--- config.mk ---
export PLATFORM = sky130hd
export DESIGN_NAME = addon_fifo_bridge
export DESIGN_NICKNAME = d
export VERILOG_FILES = /design/src/rtl/afb_pkg.sv /design/src/rtl/afb_queue.sv /design/src/rtl/afb_ctrl.sv /design/src/rtl/addon_fifo_bridge.sv
export SDC_FILE = /design/constraint.sdc
export NUM_CORES = 1
export LEC_CHECK = 0
export ABC_AREA = 1
export BUFFER_PORTS_ARGS = -buffer_cell sky130_fd_sc_hd__buf_4
export CAP_MARGIN = 20
export CORE_MARGIN = 5
export CORE_UTILIZATION = 55
export DETAILED_ROUTE_END_ITERATION = 8
export GPL_ROUTABILITY_DRIVEN = 0
export GPL_TIMING_DRIVEN = 0
export PLACE_DENSITY = 0.78
export SYNTH_ARGS = -nofsm -noshare
export SYNTH_HDL_FRONTEND = slang
export SYNTH_SLANG_ARGS = --single-unit
export TNS_END_PERCENT = 100
--- constraint.sdc ---
create_clock -name clk -period 4.39 [get_ports clk]
set_clock_uncertainty 0.15 [all_clocks]
set_input_delay 0.878 -clock clk [delete_from_list [all_inputs] [get_ports clk]]
set_output_delay 0.878 -clock clk [all_outputs]
set_load 0.05 [all_outputs]
--- src/rtl/afb_pkg.sv ---
package afb_pkg;
  localparam int unsigned WORD_W  = 32;
  localparam int unsigned Q_DEPTH = 8;

  typedef struct packed {
    logic clr;
    logic push;
    logic pop;
  } q_ctl_t;
endpackage

--- src/rtl/afb_queue.sv ---
module afb_queue #(
  parameter int unsigned DW    = 32,
  parameter int unsigned DEPTH = 8
) (
  input  logic          clk,
  input  logic          rst_n,
  input  logic          clr,
  input  logic          push,
  input  logic [DW-1:0] push_data,
  input  logic          pop,
  output logic [DW-1:0] head_data,
  output logic          full,
  output logic          empty
);
  localparam int unsigned AW = (DEPTH > 1) ? $clog2(DEPTH) : 1;
  localparam int unsigned CW = $clog2(DEPTH + 1);

  logic [DW-1:0] mem [DEPTH];
  logic [AW-1:0] wr_q, wr_d, rd_q, rd_d;
  logic [CW-1:0] cnt_q, cnt_d;
  logic          full_q, full_d, empty_q, empty_d;
  logic          push_ok, pop_ok;

  function automatic logic [AW-1:0] bump(input logic [AW-1:0] p);
    return (p == AW'(DEPTH - 1)) ? '0 : p + AW'(1);
  endfunction

  assign push_ok = push & ~full_q & ~clr;
  assign pop_ok  = pop & ~empty_q & ~clr;

  always_comb begin
    wr_d  = wr_q;
    rd_d  = rd_q;
    cnt_d = cnt_q;
    if (clr) begin
      wr_d  = '0;
      rd_d  = '0;
      cnt_d = '0;
    end else begin
      if (push_ok) wr_d = bump(wr_q);
      if (pop_ok)  rd_d = bump(rd_q);
      case ({push_ok, pop_ok})
        2'b10:   cnt_d = cnt_q + CW'(1);
        2'b01:   cnt_d = cnt_q - CW'(1);
        default: cnt_d = cnt_q;
      endcase
    end
    full_d  = (cnt_d == CW'(DEPTH));
    empty_d = (cnt_d == '0);
  end

  always_ff @(posedge clk or negedge rst_n) begin
    if (!rst_n) begin
      wr_q    <= '0;
      rd_q    <= '0;
      cnt_q   <= '0;
      full_q  <= 1'b0;
      empty_q <= 1'b1;
    end else begin
      wr_q    <= wr_d;
      rd_q    <= rd_d;
      cnt_q   <= cnt_d;
      full_q  <= full_d;
      empty_q <= empty_d;
    end
  end

  always_ff @(posedge clk) begin
    if (push_ok) mem[wr_q] <= push_data;
  end

  assign head_data = mem[rd_q];
  assign full      = full_q;
  assign empty     = empty_q;

  // the two flags never stand together
  a_r7_flags_exclusive: assert property (@(posedge clk) disable iff (!rst_n)
    !(full_q && empty_q));

  // push into a full queue without a pop leaves it full
  a_r8_no_overflow: assert property (@(posedge clk) disable iff (!rst_n)
    (push && full_q && !pop && !clr) |=> (full_q && $stable(wr_q)));

  // pop from an empty queue without a push leaves it empty
  a_r8_no_underflow: assert property (@(posedge clk) disable iff (!rst_n)
    (pop && empty_q && !push && !clr) |=> (empty_q && $stable(rd_q)));

  // a clear wins over any strobe in the same cycle
  a_r11_clear_wins: assert property (@(posedge clk) disable iff (!rst_n)
    clr |=> (empty_q && !full_q));
endmodule

--- src/rtl/afb_ctrl.sv ---
module afb_ctrl (
  input  logic            mst_mode,
  input  logic            host_in_valid,
  input  logic            host_out_pop,
  input  logic            reg_clr_in,
  input  logic            reg_clr_out,
  input  logic            ao_rd_n,
  input  logic            ao_wr_n,
  input  logic            ao_clr_in_n,
  input  logic            ao_clr_out_n,
  input  logic            in_full,
  input  logic            out_empty,
  output afb_pkg::q_ctl_t in_ctl,
  output afb_pkg::q_ctl_t out_ctl,
  output logic            sec_in_full,
  output logic            sec_out_empty
);
  always_comb begin
    in_ctl.clr   = mst_mode ? ~ao_clr_in_n  : reg_clr_in;
    in_ctl.push  = host_in_valid;
    in_ctl.pop   = ~ao_rd_n;
    out_ctl.clr  = mst_mode ? ~ao_clr_out_n : reg_clr_out;
    out_ctl.push = ~ao_wr_n;
    out_ctl.pop  = host_out_pop;
    sec_in_full   = mst_mode & in_full;
    sec_out_empty = mst_mode & out_empty;
  end
endmodule

--- src/rtl/addon_fifo_bridge.sv ---
module addon_fifo_bridge #(
  parameter int unsigned DW    = afb_pkg::WORD_W,
  parameter int unsigned DEPTH = afb_pkg::Q_DEPTH
) (
  input  logic          clk,
  input  logic          rst_n,
  input  logic          mst_mode,
  input  logic          host_in_valid,
  input  logic [DW-1:0] host_in_data,
  input  logic          host_out_pop,
  output logic [DW-1:0] host_out_data,
  input  logic          reg_clr_in,
  input  logic          reg_clr_out,
  input  logic          ao_rd_n,
  output logic [DW-1:0] ao_rd_data,
  input  logic          ao_wr_n,
  input  logic [DW-1:0] ao_wr_data,
  output logic          ao_in_empty,
  output logic          ao_out_full,
  output logic          ao_in_full,
  output logic          ao_out_empty,
  input  logic          ao_clr_in_n,
  input  logic          ao_clr_out_n
);
  afb_pkg::q_ctl_t in_ctl, out_ctl;
  logic in_full, out_empty;

  afb_ctrl u_ctrl (
    .mst_mode      (mst_mode),
    .host_in_valid (host_in_valid),
    .host_out_pop  (host_out_pop),
    .reg_clr_in    (reg_clr_in),
    .reg_clr_out   (reg_clr_out),
    .ao_rd_n       (ao_rd_n),
    .ao_wr_n       (ao_wr_n),
    .ao_clr_in_n   (ao_clr_in_n),
    .ao_clr_out_n  (ao_clr_out_n),
    .in_full       (in_full),
    .out_empty     (out_empty),
    .in_ctl        (in_ctl),
    .out_ctl       (out_ctl),
    .sec_in_full   (ao_in_full),
    .sec_out_empty (ao_out_empty)
  );

  afb_queue #(.DW(DW), .DEPTH(DEPTH)) u_inq (
    .clk       (clk),
    .rst_n     (rst_n),
    .clr       (in_ctl.clr),
    .push      (in_ctl.push),
    .push_data (host_in_data),
    .pop       (in_ctl.pop),
    .head_data (ao_rd_data),
    .full      (in_full),
    .empty     (ao_in_empty)
  );

  afb_queue #(.DW(DW), .DEPTH(DEPTH)) u_outq (
    .clk       (clk),
    .rst_n     (rst_n),
    .clr       (out_ctl.clr),
    .push      (out_ctl.push),
    .push_data (ao_wr_data),
    .pop       (out_ctl.pop),
    .head_data (host_out_data),
    .full      (ao_out_full),
    .empty     (out_empty)
  );

  // in mode 1 the extra flags track the queues, in mode 0 they stay low
  a_r3_secondary_flags: assert property (@(posedge clk) disable iff (!rst_n)
    mst_mode ? (ao_in_full == in_full && ao_out_empty == out_empty)
             : (!ao_in_full && !ao_out_empty));

  // an inbound pin clear leaves a non-empty outbound queue non-empty
  a_r9_clear_isolated: assert property (@(posedge clk) disable iff (!rst_n)
    (mst_mode && !ao_clr_in_n && ao_clr_out_n && !out_empty && !host_out_pop)
      |=> !out_empty);
endmodule

==> out/results.ini <==
[power]
p_sw_mw=5.25
power.density_nw_per_um2=590
leakage_nw=8.75
combPwrFrac_pct=30.8
ir_drop_uv=534
p_seq_share_pct=40.5
p_int_mw=9.53
p_sw_share_pct=35.5
pwr-share-clk_pct=28.8

[drt]
ant_nets=0
drt_first_pass_iters=5
num_vias=14400
drtIter0Drc=1461
finalWirelength_um=53500
vias_per_cell=5.97
avgRoutedWirePerCell_um=22.2
drc=0

[critical_path]
criticalPathCategory=reg -> out
cp_data_arrival_time_ns=2.74
cpLargestDelayFamily=buffers and inverters
path_cells=inv_2, buf_6, clkbuf_1, o21ai_0, a31oi_1, buf_4
path_buf_inv=4
startpoint_type=register
worst-path-max-fanout=10
end_kind=output pin
max_stage_delay_ns=0.56
worstPathRequired_ns=3.36
cp_slowest_cell=clkbuf_1

[floorplan]
core-area_um2=37800
rows=71
num_io_pins=143
die_area_um2=42500
initial_utilization_pct=56.0
die_x_um=206
die_h_um=206

[global_route]
grt_pass1_vias=14400
grt-ovfl-total=0
antenna_found_initial=1
grtUsageTotal_pct=25.1
grt_max_degree=27
grt_pass1_wl_um=81100

[layout]
fillers=2593
fin_nets=1949
fin_util_pct=66.1
drive_gt1_share_pct=17.2
areaGrowthSynthToFinish_pct=18.1
final_cell_count_no_fill=2409

[sta]
whs_ns=0.0388
rsz0062_at_grt=false
max_freq_ghz=0.265
min_period_ns=3.77
tightestPinTransition_ns=0.999
report.final.slew_viol_count=0
slew_headroom_pct=33.1
hold_viol_final=0
post-route-period-util_pct=85.9
setup_viol=0

[synth]
yosys-top-cells-area=edfxtp_1, nor2_1, o21ai_0
ys_dominant_reg_cell=edfxtp_1
yosysTopAreaCell=edfxtp_1
synth_cell_type_count=27
synth_commonest_cells=edfxtp_1, nor2_1, o21ai_0
synthesis.area_um2=21200
syn_nets=1733
async_reset_ff_share_pct=4.48
ys_ff_latch=536
ys_seq_area_share_pct=75.4
synth_warnings=0
avgSynthCellArea_um2=12.9
yosysMostFrequentCell=edfxtp_1
synth_top_area_share_pct=72.6
synth_edf_count=512
syn_inst=1644

[place]
dpl.cell_count=2317
dpl.hpwl_um=33900
io_buffers=142

[status]
status=complete, no violations

[hold_path]
hp-class=in -> async

[cts]
post_cts_buffers=0
cts_sinks=536
cts_buffer_depth=3
cts.clk_slew.worst_paths_ns=0.06
cts-root-buf=clkbuf_16
cts_inserted_buffers=52
insertion_delay_ns=0.58
ctsResizeCount=0
htreeDepth=2
hold_buffers=0
cts_tree=done

[run]
drv_cap=0

==> metrics by stage <==
stage / setup slack (ns) / total power [mW] / area (um^2) / setup TNS (ns)
finish: 0.618 / 14.8 / 25000 / 0
global route: 0.554 / 15.3 / 25000 / 0
global placement: -1.90 / 10.4 / 22900 / -231.93
CTS: 0.706 / 14.8 / 25000 / 0
floorplan: 0.164 / 8.97 / 21200 / 0
detailed placement: 0.959 / 10.6 / 23400 / 0
==> area by class of cell <==
cell class	instances	area (um^2)	area share, %
diodes	2	5.00	0.0200
plain buffers	98	509	2.04
clock buffers	62	1360	5.44
clock inverters	28	230	0.920
inverters	37	139	0.555
multi-input cells	973	4670	18.7
flip-flops and latches	536	16000	63.9
well taps	511	639	2.56
repair buffers	162	1490	5.95
==> power by group through the flow <==
stage                     clock network [mW]  logic [mW]  registers [mW]
after floorplan                            0        2.88            6.09
after global placement                     0        4.27            6.09
after detailed placement                   0        4.47            6.08
after CTS                               4.26        4.52            5.98
after global routing                    4.47        4.85            5.99
final                                   4.25        4.55            5.98
==> worst paths after layout <==
path                                  startpoint                 to  slack [ns]  depth (start not counted)
worst min register to register   u_outq.cnt_q[0]    u_outq.cnt_q[0]        0.44                          2
worst max register to register       u_outq.full  u_outq.mem[4][12]        1.68                          5
worst min-delay path                       rst_n         u_inq.full        0.04                          1
min in group clk                host_in_data[13]   u_inq.mem[3][13]        0.37                          1
max in group asynchronous                  rst_n       u_outq.empty        3.76                          1
worst max-delay path              u_outq.rd_q[0]  host_out_data[30]        0.62                          6
==> cells by family (layout without fill, tap and decap cells) <==
| group | Yosys count | count (layout) | synth area share [%] |
|---|---|---|---|
| xor+xnor | 2 | 2 | 0.0827 |
| flops | 536 | 536 | 75.4 |
| other cells | 0 | 2 | 0 |
| fa+ha+maj | 14 | 14 | 0.827 |
| buf+inv | 135 | 387 | 3.06 |
| simple gates | 543 | 543 | 9.94 |
| compound gates | 414 | 414 | 10.7 |
==> sequential cells by signal, summed over array words and instances (netlist names) <==
register      flops
u_inq.cnt_q       4
u_outq.full       1
u_inq.full        1
u_inq.empty       1
u_outq.rd_q       3
u_outq.wr_q       3
u_inq.rd_q        3
u_outq.mem      256
u_inq.wr_q        3
u_inq.mem       256
u_outq.cnt_q      4
u_outq.empty      1
==> cell usage in the layout, fill, tap and decap left out, types with 5 or more instances in the layout <==
cell type / n
dfrtp_1: 22
buf_2: 41
inv_2: 5
nand3_1: 10
edfxtp_1: 512
nor2_1: 464
o22ai_1: 66
clkbuf_1: 46
buf_12: 5
buf_4: 144
o21ai_1: 37
buf_16: 9
buf_6: 14
ha_1: 14
clkinv_2: 9
nor2_4: 14
clkinv_1: 9
inv_1: 32
a21oi_1: 10
a31oi_1: 64
clkbuf_16: 53
nand2_1: 42
clkbuf_2: 6
o21ai_0: 235
==> layer usage <==
| layer | vias to the layer above | part of all wire [%] | global-route usage (%) |
|---|---|---|---|
| met5 | - | 0 | 0 |
| met3 | 136 | 9.5 | 5.29 |
| met2 | 831 | 50 | 42.4 |
| met4 | 0 | 3.1 | 9.24 |
| met1 | 7017 | 37 | 32.3 |
| li1 | 6394 | - | - |
Power figures use the tool's default switching activity.
